## src/rtl/usb_port_suspend_ctl.sv

```systemverilog
module usb_port_suspend_ctl #(
  parameter int WAKE_DELAY       = 6,
  parameter int RESUSPEND_CYCLES = 12
) (
  input  logic       clk,
  input  logic       rst_n,
  input  logic       reg_wr,
  input  logic [2:0] wdata,
  output logic [2:0] rd_data,
  input  logic       pcd_ack,
  input  logic       pc_int_en,
  output logic       pcd,
  output logic       irq,
  input  logic       txn_busy,
  input  logic       frame_strobe,
  input  logic       wake_det,
  input  logic       hc_halted,
  output logic       resume_sig,
  output logic       sof_en
);

  localparam int WW = (WAKE_DELAY > 0) ? $clog2(WAKE_DELAY + 1) : 1;
  localparam int RW = (RESUSPEND_CYCLES > 1) ? $clog2(RESUSPEND_CYCLES) : 1;
  localparam logic [WW-1:0] WFULL = WW'(WAKE_DELAY);
  localparam logic [RW-1:0] RLAST = RW'(RESUSPEND_CYCLES - 1);

  typedef enum logic [2:0] {
    ENABLED, SUSP_PEND, SUSPENDED, RESUMING, RESUME_END
  } state_t;

  state_t        st;
  logic          en, arm;
  logic [WW-1:0] wcnt;
  logic [RW-1:0] rcnt;

  wire disable_wr = reg_wr & ~wdata[0];
  wire wake_hit   = wake_det & (st == SUSPENDED) & ~disable_wr;

  assign rd_data    = {st == RESUMING, st != ENABLED, en};
  assign resume_sig = (st == RESUMING) && (wcnt == WFULL);
  assign sof_en     = (st == ENABLED) && en && !hc_halted;
  assign irq        = pcd & pc_int_en;

  always_ff @(posedge clk or negedge rst_n) begin
    if (!rst_n) begin
      st   <= ENABLED;
      en   <= 1'b0;
      pcd  <= 1'b0;
      arm  <= 1'b0;
      wcnt <= '0;
      rcnt <= '0;
    end else begin
      if (wake_hit)     pcd <= 1'b1;
      else if (pcd_ack) pcd <= 1'b0;

      if (disable_wr) begin
        en  <= 1'b0;
        st  <= ENABLED;
        arm <= 1'b0;
      end else begin
        case (st)
          ENABLED: begin
            if (reg_wr) en <= 1'b1;
            if (reg_wr && wdata[1] && en) begin
              st  <= SUSP_PEND;
              arm <= 1'b0;
            end else if (arm) begin
              if (!hc_halted) arm <= 1'b0;
              else if (rcnt == RLAST) begin
                st  <= SUSPENDED;
                arm <= 1'b0;
              end else rcnt <= rcnt + 1'b1;
            end
          end
          SUSP_PEND:
            if (frame_strobe && !txn_busy) st <= SUSPENDED;
          SUSPENDED:
            if (wake_det) begin
              st   <= RESUMING;
              wcnt <= '0;
            end else if (reg_wr && wdata[2]) begin
              st   <= RESUMING;
              wcnt <= WFULL;
            end
          RESUMING: begin
            if (wcnt != WFULL) wcnt <= wcnt + 1'b1;
            if (reg_wr && !wdata[2]) st <= RESUME_END;
          end
          RESUME_END: begin
            st   <= ENABLED;
            arm  <= hc_halted;
            rcnt <= '0;
          end
          default: st <= ENABLED;
        endcase
      end
    end
  end


  resume_fpr_chk: assert property (@(posedge clk) disable iff (!rst_n)
    resume_sig |-> rd_data[2]);


  sof_gate_chk: assert property (@(posedge clk) disable iff (!rst_n)
    sof_en |-> (!hc_halted && rd_data[1:0] == 2'b01));


  sw_resume_quiet_chk: assert property (@(posedge clk) disable iff (!rst_n)
    (st == SUSPENDED && reg_wr && wdata == 3'b101 && !wake_det && !pcd)
      |=> (!pcd && rd_data[2]));


  wake_flag_chk: assert property (@(posedge clk) disable iff (!rst_n)
    wake_hit |=> (pcd && rd_data[2]));


  pcd_clear_chk: assert property (@(posedge clk) disable iff (!rst_n)
    $fell(pcd) |-> $past(pcd_ack));


  susp_gate_chk: assert property (@(posedge clk) disable iff (!rst_n)
    (reg_wr && wdata[1] && !en && st == ENABLED) |=> (st == ENABLED));


  pend_hold_chk: assert property (@(posedge clk) disable iff (!rst_n)
    (st == SUSP_PEND && (txn_busy || !frame_strobe) && !disable_wr)
      |=> (st == SUSP_PEND));

endmodule

```

## config.mk

```make
export PLATFORM = sky130hd
export DESIGN_NAME = usb_port_suspend_ctl
export DESIGN_NICKNAME = d
export VERILOG_FILES = /design/src/rtl/usb_port_suspend_ctl.sv
export SDC_FILE = /design/constraint.sdc
export NUM_CORES = 1
export LEC_CHECK = 0
export BUFFER_PORTS_ARGS = -buffer_cell sky130_fd_sc_hd__buf_4
export CORE_AREA = 2 2 45 58
export DETAILED_ROUTE_END_ITERATION = 6
export DIE_AREA = 0 0 47 60
export GPL_TIMING_DRIVEN = 0
export PLACE_DENSITY = 0.7
export SLEW_MARGIN = 5
export SYNTH_ARGS = -nofsm -noshare
export SYNTH_HDL_FRONTEND = slang
export SYNTH_SLANG_ARGS = --single-unit
```

## constraint.sdc

```tcl
create_clock -name clk -period 2.71 [get_ports clk]
set_input_delay 0.542 -clock clk [delete_from_list [all_inputs] [get_ports clk]]
set_output_delay 0.542 -clock clk [all_outputs]
set_load 0.005 [all_outputs]
```

### After elaboration in Yosys (flattened, before gate mapping)

Index checks and enable logic that the tools add are counted.

| operators by class | value |
|---|---|
| $add $sub $neg | 2 |
| equality and inequality tests | 19 |
| muxes and demuxes | 30 |
| bitwise logic cells | 6 |
| reduce and logical (&&, ||, !) cells | 23 |

Operators with widths:

| operator | number |
|---|---|
| 3-bit 2-to-1 mux | 12 |
| 4-bit 2-to-1 mux | 4 |
| 4-bit by 3-bit inequality test with 1-bit output (second input constant) | 3 |
| 3-bit case mux with 4 select lines | 1 |
| 6-bit AND reduction | 2 |
| 1-bit 2-to-1 mux | 10 |
| 2-bit nonzero test | 5 |
| 1-bit logical AND | 8 |
| 2-bit inequality test (second input constant) | 4 |
| 4-bit case mux with 2 select lines | 1 |
| 3-bit by 2-bit == test with 1-bit output (second input constant) | 2 |
| 3-bit == test (second input constant) | 2 |
| 3-bit inequality test (second input constant) | 2 |
| 3-bit case mux with 2 select lines | 1 |
| 3-bit nonzero test | 2 |
| 4-bit by 1-bit adder with 4-bit output (second input constant) | 1 |
| 1-bit bitwise AND | 4 |
| 4-bit == test (second input constant) | 1 |
| 4-bit by 2-bit inequality test with 1-bit output (second input constant) | 1 |
| 4-bit AND reduction | 1 |
| 3-bit by 1-bit adder with 3-bit output (second input constant) | 1 |
| 3-bit by 1-bit == test with 1-bit output (second input constant) | 1 |
| 1-bit logical NOT | 3 |
| 3-bit logical NOT | 1 |
| other kinds (6) | 7 |

| word-level totals | value |
|---|---|
| register bits after elaboration | 13 |
| output and inout port bits | 7 |
| word-level logic and storage cells | 86 |

### Logic depth before layout (Yosys ltp)

Gate-level depths: netlist of run 1.

| logic depth | value |
|---|---|
| word-level depth | 7 |
| depth in mapped cells | 5 |

### Least setup slack after synthesis of run 1

Ideal clock, no wire load.

| path | value |
|---|---|
| path type | reg-to-reg |
| from | reg rcnt[0] |
| to | reg rcnt[2] |
| arrival time | 1.566 ns |
| path slack | 1.018 ns |
| stages on the path, launching flop included | 5 |
| period minus slack after synthesis | 1.692 ns |
| cell sequence | dfrtp_1 -> ha_1 -> and3b_1 -> or4b_1 -> a221o_1 |

| on the way | value |
|---|---|
| cells in the longest elaborated chain, start to end | 6 |
| elaborated cells on any way between the ends | 9 |
| those cells by class | add/sub: 1; eq/ne: 2; mux: 5; reduce/logical: 1 |

RTL lines:

| what | line | source |
|---|---|---|
| start, declared | 34 | `logic [RW-1:0] rcnt;` |
| start signal, assigned | 72 | `end else rcnt <= rcnt + 1'b1;` |
| 4-bit by 1-bit adder with 4-bit output | 72 |  |
| 4-bit 2-to-1 mux | 69 | `else if (rcnt == RLAST) begin` |
| 4-bit 2-to-1 mux | 68 | `if (!hc_halted) arm <= 1'b0;` |
| 4-bit 2-to-1 mux | 67 | `end else if (arm) begin` |
| 4-bit 2-to-1 mux | 64 | `if (reg_wr && wdata[1] && en) begin` |
| 4-bit case mux with 2 select lines | 61 | `case (st)` |

Several ways; a longest one is shown, not always the timed one. The select of a mux whose other input is x is not followed.
A chain may end at the register's enable or synchronous reset.

### Worst setup path in the final report of run 1

| path | value |
|---|---|
| from | reg st[0] |
| to | out resume_sig |

| on the way | value |
|---|---|
| cells in the longest elaborated chain, start to end | 2 |

RTL lines:

| what | line | source |
|---|---|---|
| start, declared | 31 | `state_t st;` |
| start signal, assigned | 46 | `st <= ENABLED;` |
| start signal, assigned | 58 | `st <= ENABLED;` |
| start signal, assigned | 65 | `st <= SUSP_PEND;` |
| 3-bit by 2-bit == test with 1-bit output | 40 | `assign resume_sig = (st == RESUMING) && (wcnt == WFULL);` |
| 1-bit logical AND | 40 |  |
| end, declared | 18 | `output logic resume_sig,` |

Every way passes these cells.

==> results of run 1 <==
[placed cells by master (no fill, tap or decap), types with 2 or more instances in the layout]
| cell | instances |
|---|---|
| buf_4 | 19 |
| dfrtp_1 | 13 |
| o21ai_0 | 6 |
| a21oi_1 | 6 |
| inv_1 | 5 |
| nor2_1 | 5 |
| nand3_1 | 5 |
| nand2_1 | 5 |
| nor3_1 | 4 |
| nor2b_1 | 4 |
| buf_2 | 3 |
| mux2i_1 | 3 |
| ha_1 | 3 |
| clkbuf_4 | 3 |
| nand3b_1 | 2 |
| nor3b_1 | 2 |
| and2_1 | 2 |
| nand2b_1 | 2 |
| clkbuf_1 | 2 |
| nor4_1 | 2 |
| a221o_1 | 2 |
[critical path, cell delays in order, from the launching register on]
cell and delay (ns):
dfrtp_1 0.43, buf_2 0.24, nand3b_1 0.17, inv_1 0.17, and3_1 0.17, buf_4 0.10
[synth_stat cells (3+ instances only)]
master / n / area share
nand2_1: 5 / 0.021
nand3_1: 5 / 0.029
a21oi_1: 6 / 0.034
inv_1: 5 / 0.021
nor3_1: 4 / 0.023
buf_2: 3 / 0.017
nor2b_1: 4 / 0.029
ha_1: 3 / 0.043
dfrtp_1: 13 / 0.37
o21ai_0: 6 / 0.034
nor2_1: 5 / 0.021
mux2i_1: 3 / 0.034
[final timing paths]
path,endpoint,slack [ns],cells after the start
max reg2reg,rcnt[2]$_DFFE_PN0P_,0.91,4
max in group asynchronous,rcnt[1]$_DFFE_PN0P_,2.45,1
min reg2reg,arm$_DFFE_PN0P_,0.53,2
min in group clk,pcd$_DFFE_PN0P_,0.45,2
max,resume_sig,0.62,5
min,wcnt[2]$_DFFE_PN0P_,0.09,1
[cell families after synthesis]
logic type                 count (synthesis)
AOI/OAI and AO/OA                         26
adders and majority gates                  3
buffers and inverters                     10
DFF                                       13
muxes                                      4
and+or+nand+nor                           41
[final cells by class]
type / count / area (sq um) / share of cell area
clock buffers: 4 / 26.3 / 0.0243
repair buffers: 18 / 135 / 0.125
flip-flops and latches: 13 / 325 / 0.301
inverters: 5 / 18.8 / 0.0174
multi-input cells: 74 / 507 / 0.469
plain buffers: 5 / 26.3 / 0.0243
well taps: 33 / 41.3 / 0.0382
[report_power, final]
part,switching [W],internal [W],total [W]
combinational,0.000247,0.000236,0.000483
clock,0.0000636,0.0000571,0.000121
sequential,0.0000529,0.000254,0.000307
[sequential cells by signal, indices dropped and copies added, names as in the netlist]
register / count
arm: 1
en: 1
pcd: 1
rcnt: 4
st: 3
wcnt: 3
[per-stage QoR]
stage	utilization	cells	setup WS [ns]
final	0.469	152	0.617
after CTS	0.469	152	0.595
after detailed placement	0.458	148	0.857
after global routing	0.469	152	0.364
after floorplan	-	97	1.02
after global placement	0.458	148	0.865
[per-layer routing]
layer  vias to the layer above  GRT usage
met2                        19      0.247
met5                         -          0
met3                         5     0.0302
met1                       378      0.211
met4                         0     0.0754
li1                        408          -
==> qor.yml, run 1 <==
status: "finished, final reports clean"
rows: 20
slew_violations: 0
setup_viol: 0
finalInstanceArea_sq_mm: 0.00108
vias: 810
numCtsBuffers: 3
routed_wl_um: 1950
initial_core_util: 0.381
synthToLayoutAreaGrowth_pct: 23.1
synth_compound_area_frac: 0.200
n_antenna_cell: 0
tns_ns: 0
grt_pass1_vias: 760
period_minus_slack_ns: 2.09
synth_area_sq_um: 877
cp_max_fo: 10
grt_pass1_wl_um: 3260
yosys.area_share.adder: 0.0428
fin_skew_ns: 0.00525
met3_length_um: 84
crit_path_start_kind: "flop"
p_per_area_mw_per_mm2: 844
synth_nets: 112
grt_max_degree: 14
end_kind: "primary output"
p_leak_nw: 0.469
wl_met2_um: 966
fillers: 230
final_nets: 135
synth_edf_count: 0
rsz0062_at_grt: "false"
syn_inst: 97
first_iter_violations: 13
wl_met1_um: 869
gr-usage-all-layers: 0.160
worstPathRequired_ns: 2.17
cts-root-buf: "clkbuf_4"
clock_sinks: 13
async_flop_share: 1.00
crit_arrival_ns: 1.55
synth.distinct_cells: 41
post_dp_cell_area_sq_mm: 0.00105
post_cts_buffers: 0
fp.dieW_um: 47
cts_buffer_depth: 2
max_slew_margin: 0.641
max_freq_mhz: 478
viasPerCell: 5.33
ios: 19
worst_hold_slack_ns: 0.0922
synth_xor_area_frac: 0
path_clk_slew_ns: 0.08
yosysSeqAreaShare: 0.371
synth_top_family_by_area: "simple AND/OR/NAND/NOR gates"
antenna_found_initial: 0
wire_per_inst_um: 12.8
cts_tree: "built"
worstSetupPathType: "reg -> out"
ctsResizeCount: 0
cts_htree_levels: 1
overflow: 0
port_buffers: 18
dieHeight_um: 60
ant_nets: 0
finalHoldViolations: 0
fp.coreArea_sq_mm: 0.00230
die_area_sq_mm: 0.00282
synthSimpleGateAreaFrac: 0.288
worst_slew_pin_slew_ns: 0.535
gp_congestion: 0.781
ys.flop_type: "dfrtp_1"
r2r_start: "rcnt[0]$_DFFE_PN0P_"
ir_drop_uv: 432
drc: 0
startpoint: "st[0]$_DFFE_PN0P_"
hold_buffers: 0
dr.pass1.iters: 4
finalPower_w: 0.000911
synth.area.mux_share: 0.0471
yosys_warnings: 0
place_hpwl_um: 1500
ys_ff_latch: 13
drive_gt1_frac: 0.261
insertion_delay_ns: 0.28
hp-class: "in -> async"
fin_crit_sh: 0.772
drv_cap: 0
avgSynthCellArea_sq_um: 9.04
top_layer: "met4"
Note: power is estimated with default switching activity, not from simulation.
==> run 2: changes to the inputs <==
--- a/config.mk
+++ b/config.mk
@@ -10,7 +10,7 @@
 export DETAILED_ROUTE_END_ITERATION = 6
 export DIE_AREA = 0 0 47 60
 export GPL_TIMING_DRIVEN = 0
-export PLACE_DENSITY = 0.7
+export PLACE_DENSITY = 0.72
 export SLEW_MARGIN = 5
 export SYNTH_ARGS = -nofsm -noshare
 export SYNTH_HDL_FRONTEND = slang
==> constraint.sdc (replaced) <==
create_clock -name clk -period 1.77 [get_ports clk]
set_input_delay 0.354 -clock clk [delete_from_list [all_inputs] [get_ports clk]]
set_output_delay 0.354 -clock clk [all_outputs]
set_load 0.005 [all_outputs]
==> qor.yml, run 2 (synthesis results as in run 1) <==
cp_max_fo: 3
hp-class: "in -> reg"
crit_path_start_kind: "flop"
ir_drop_uv: 713
port_buffers: 18
worstSetupPathType: "reg -> reg"
top_regs: "rcnt (4), st (3), wcnt (3)"
grt_pass1_vias: 844
numCtsBuffers: 3
viasPerCell: 5.35
tns_ns: 0
max_slew_margin: 0.626
status: "finished, final reports clean"
path_buf_inv: 0
worst_hold_slack_ns: 0.274
clock_sinks: 13
n_antenna_cell: 0
slew_violations: 0
insertion_delay_ns: 0.27
fp.coreArea_sq_mm: 0.00230
fin_skew_ns: 0.00117
fp.dieW_um: 47
cts_tree: "built"
finalInstanceArea_sq_mm: 0.00119
gr-usage-all-layers: 0.169
cts-root-buf: "clkbuf_4"
rows: 20
drc: 0
end_kind: "flop"
finalPower_w: 0.00155
initial_core_util: 0.381
worstPathRequired_ns: 1.93
p_per_area_mw_per_mm2: 1300
ios: 19
routed_wl_um: 2150
finalHoldViolations: 0
cp_cell_sequence: "ha_2 -> and3b_2 -> or4b_4 -> a221o_1"
drv_cap: 0
cts_htree_levels: 1
vias: 856
overflow: 0
wire_per_inst_um: 13.5
ant_nets: 0
final_nets: 143
die_area_sq_mm: 0.00282
layout_commonest_cell: "buf_4"
first_iter_violations: 14
cts_buffer_depth: 2
worst_slew_pin_slew_ns: 0.557
period_minus_slack_ns: 1.74
crit_arrival_ns: 1.90
synthToLayoutAreaGrowth_pct: 35.4
critical-path-top-delay-family: "simple AND/OR/NAND/NOR gates"
dr.pass1.iters: 4
max_flop_register: "rcnt"
p_leak_nw: 0.510
cp_slowest_cell: "or4b_4"
grt_max_degree: 14
path_clk_slew_ns: 0.08
drive_gt1_frac: 0.370
grt_pass1_wl_um: 3490
dieHeight_um: 60
rsz0062_at_grt: "true"
layout_common_cells: "buf_4, dfrtp_1, o21ai_0, a21oi_1"
max_freq_mhz: 575
fin_crit_sh: 0.983
post_dp_cell_area_sq_mm: 0.00105
place_hpwl_um: 1510
cp_slowest_stage_delay_ns: 0.49
gp_congestion: 0.768
post-route-util: 0.516
fillers: 232
largest_reg_flops: 4
antenna_found_initial: 0
setup_viol: 0
[run 2: changes by cell type in the layout (fill, tap and decap cells not counted), sizes merged]
cell,previous run,this run
clkbuf,5,6
buf,22,28
dlygate4sd3,0,1
[run 2: power by group]
part / internal [W] / switching, W
registers: 0.000389 / 0.0000851
clock network: 0.0000870 / 0.0000966
logic: 0.000461 / 0.000431
total: 0.000937 / 0.000612
[run 2: cell type report]
type	instances	area, sq um	area share
repair buffers	26	198	0.166
plain buffers	5	35.0	0.0295
flip-flops and latches	13	325	0.274
inverters	5	18.8	0.0158
clock buffers	4	26.3	0.0221
multi-input cells	74	543	0.457
well taps	33	41.3	0.0348
[run 2: timing repair]
action                                  4_1_cts  5_1_grt
pin swaps                                     0        1
endpoints found under the setup margin        4        4
resized for setup                             4        9
buffers inserted                              3        4
gates cloned                                  0        0
endpoints found under the hold margin        13        0
hold buffers                                  1        0
[run 2: path summary, 6_finish.rpt]
kind | endpoint | slack [ns] | from | depth (start not counted)
min in group asynchronous | wcnt[2]$_DFFE_PN0P_ | 0.47 | rst_n | 2
worst min-delay path | pcd$_DFFE_PN0P_ | 0.27 | pcd_ack | 2
worst max-delay path | rcnt[2]$_DFFE_PN0P_ | 0.03 | rcnt[1]$_DFFE_PN0P_ | 4
worst min register to register | rcnt[1]$_DFFE_PN0P_ | 0.54 | rcnt[1]$_DFFE_PN0P_ | 2
max in group asynchronous | st[0]$_DFFE_PN0P_ | 1.13 | rst_n | 2
worst max register to register | rcnt[2]$_DFFE_PN0P_ | 0.03 | rcnt[1]$_DFFE_PN0P_ | 4
[run 2: through the flow]
stage | cells | worst slack, ns
floorplan | 97 | 0.0780
global placement | 148 | 0.0126
detailed placement | 148 | -0.0209
CTS | 156 | -0.0104
global route | 160 | -0.0310
finish | 160 | 0.0301
[run 2: metal layers]
layer,global-route usage,vias to the layer above,part of all wire
met2,0.295,20,0.53
met4,0.0397,0,0.0037
li1,-,419,-
met3,0.0272,2,0.036
met5,0,-,0
met1,0.210,415,0.43
[run 2: worst reg2reg max path, cell delays in order (launching register included)]
cell and delay (ns):
dfrtp_1 0.41, ha_2 0.19, and3b_2 0.23, or4b_4 0.49, a221o_1 0.31
==> run 3: changes to the inputs <==
--- a/config.mk
+++ b/config.mk
@@ -10,7 +10,6 @@
 export DETAILED_ROUTE_END_ITERATION = 6
 export DIE_AREA = 0 0 47 60
 export GPL_TIMING_DRIVEN = 0
-export PLACE_DENSITY = 0.72
 export SLEW_MARGIN = 5
 export SYNTH_ARGS = -nofsm -noshare
 export SYNTH_HDL_FRONTEND = slang
==> qor.yml, run 3 (synthesis results as in run 1) <==
overflow: 0
fp.dieW_um: 47
layout_commonest_cell: "buf_4"
ios: 19
grt_max_degree: 14
first_iter_violations: 26
wl_met2_um: 1150
grt_pass1_vias: 820
rsz0062_at_grt: "true"
synthToLayoutAreaGrowth_pct: 37.4
r2r_slack_ns: 0.04
viasPerCell: 5.30
worst_hold_slack_ns: 0.255
drv_cap: 0
met3_length_um: 74
intPower_w: 0.000973
die_area_sq_mm: 0.00282
wl_met1_um: 918
end_kind: "flop"
cts_htree_levels: 1
insertion_delay_ns: 0.28
drive_gt1_frac: 0.395
final_nets: 145
power_frac_clock: 0.118
n_antenna_cell: 0
gp_congestion: 0.769
setup_viol: 0
numCtsBuffers: 3
dieHeight_um: 60
crit_arrival_ns: 1.90
p_leak_nw: 0.521
status: "finished, final reports clean"
worstReg2RegEnd: "rcnt[2]$_DFFE_PN0P_"
rows: 20
power_switching_w: 0.000626
max_flop_register: "rcnt"
max_slew_margin: 0.648
crit_path_start_kind: "flop"
vias: 859
p_seq_frac: 0.306
layout_common_cells: "buf_4, dfrtp_1, o21ai_0, a21oi_1"
period_minus_slack_ns: 1.73
reg2reg_depth: 4
post-place-ws_ns: -0.00472
place_hpwl_um: 1540
cts_buffer_depth: 2
p_per_area_mw_per_mm2: 1330
p_sw_frac: 0.392
dr.pass1.iters: 4
ant_nets: 0
hp-start: "pcd_ack"
worst_slew_pin_slew_ns: 0.524
finalHoldViolations: 0
worstPathRequired_ns: 1.94
min_path_cells: 2
top_layer: "met4"
slew_violations: 0
clock_sinks: 13
fin_crit_sh: 0.978
worstSetupPathType: "reg -> reg"
routed_wl_um: 2200
drc: 0
path_clk_slew_ns: 0.08
port_buffers: 18
antenna_found_initial: 0
setup_ws_ns: 0.0391
cp_max_fo: 3
fin_skew_ns: 0.00226
wire_per_inst_um: 13.6
cts-root-buf: "clkbuf_4"
holdPathEnd: "pcd$_DFFE_PN0P_"
multi_input_area_sq_um: 543
max_freq_mhz: 578
initial_core_util: 0.381
top_regs: "rcnt (4), st (3), wcnt (3)"
largest_reg_flops: 4
r2r_start: "rcnt[1]$_DFFE_PN0P_"
post-route-util: 0.523
ir_drop_uv: 526
gr-usage-all-layers: 0.180
hp-class: "in -> reg"
p_comb_frac: 0.576
grt_pass1_wl_um: 3660
fillers: 237
fp.coreArea_sq_mm: 0.00230
regArea_sq_um: 327
cts_tree: "built"
-- run 3: worst max path at each step --
stage	depth (start not counted)	slack [ns]	startpoint	endpoint
final	4	0.04	rcnt[1]$_DFFE_PN0P_	rcnt[2]$_DFFE_PN0P_
after global routing	4	-0.02	rcnt[1]$_DFFE_PN0P_	rcnt[2]$_DFFE_PN0P_
after CTS	4	0.009	st[1]$_DFFE_PN0P_	sof_en
after detailed placement	4	-0.005	rcnt[0]$_DFFE_PN0P_	rcnt[3]$_DFFE_PN0P_
after global placement	4	0.004	rcnt[0]$_DFFE_PN0P_	rcnt[2]$_DFFE_PN0P_
after floorplan	4	0.08	rcnt[0]$_DFFE_PN0P_	rcnt[2]$_DFFE_PN0P_
-- run 3: metal layers --
metal  global-route usage  vias to the layer above
li1                     -                      428
met1                0.215                      404
met2                0.307                       21
met3               0.0302                        6
met4               0.0754                        0
met5                    0                        -
-- run 3: final cells by class --
class,instances,share of cell area
Multi-Input combinational cell,74,0.451
Sequential cell,13,0.271
Timing Repair Buffer,29,0.183
Tap cell,33,0.0343
Buffer,4,0.0239
Clock buffer,4,0.0218
Inverter,5,0.0156
-- run 3: per-stage QoR --
stage                     total power, W  cells  setup TNS [ns]  area [sq um]
after detailed placement         0.00122    148        -0.00472          1050
after global placement           0.00120    148               0          1050
after global routing             0.00174    162         -0.0293          1200
after CTS                        0.00150    156               0          1130
final                            0.00160    162               0          1200
after floorplan                 0.000982     97               0           877
-- run 3: what timing repair did --
item,4_1_cts,5_1_grt
endpoints found under the setup margin,6,5
pin swaps,1,4
gates resized for setup,5,10
hold endpoints to repair,13,0
hold buffers,1,0
buffers inserted,4,6
-- run 3: power groups by stage --
| stage | clock network, W | logic (W) | registers, W |
|---|---|---|---|
| after detailed placement | 0 | 0.000748 | 0.000476 |
| after global placement | 0 | 0.000734 | 0.000470 |
| after CTS | 0.000198 | 0.000810 | 0.000491 |
| after floorplan | 0 | 0.000526 | 0.000456 |
| after global routing | 0.000205 | 0.00103 | 0.000508 |
| final | 0.000189 | 0.000922 | 0.000489 |
-- run 3: worst max-delay path: stages (launching register included) --
cell	delay [ns]
dfrtp_1	0.40
ha_2	0.20
and3b_2	0.22
or4b_4	0.49
a221o_1	0.31
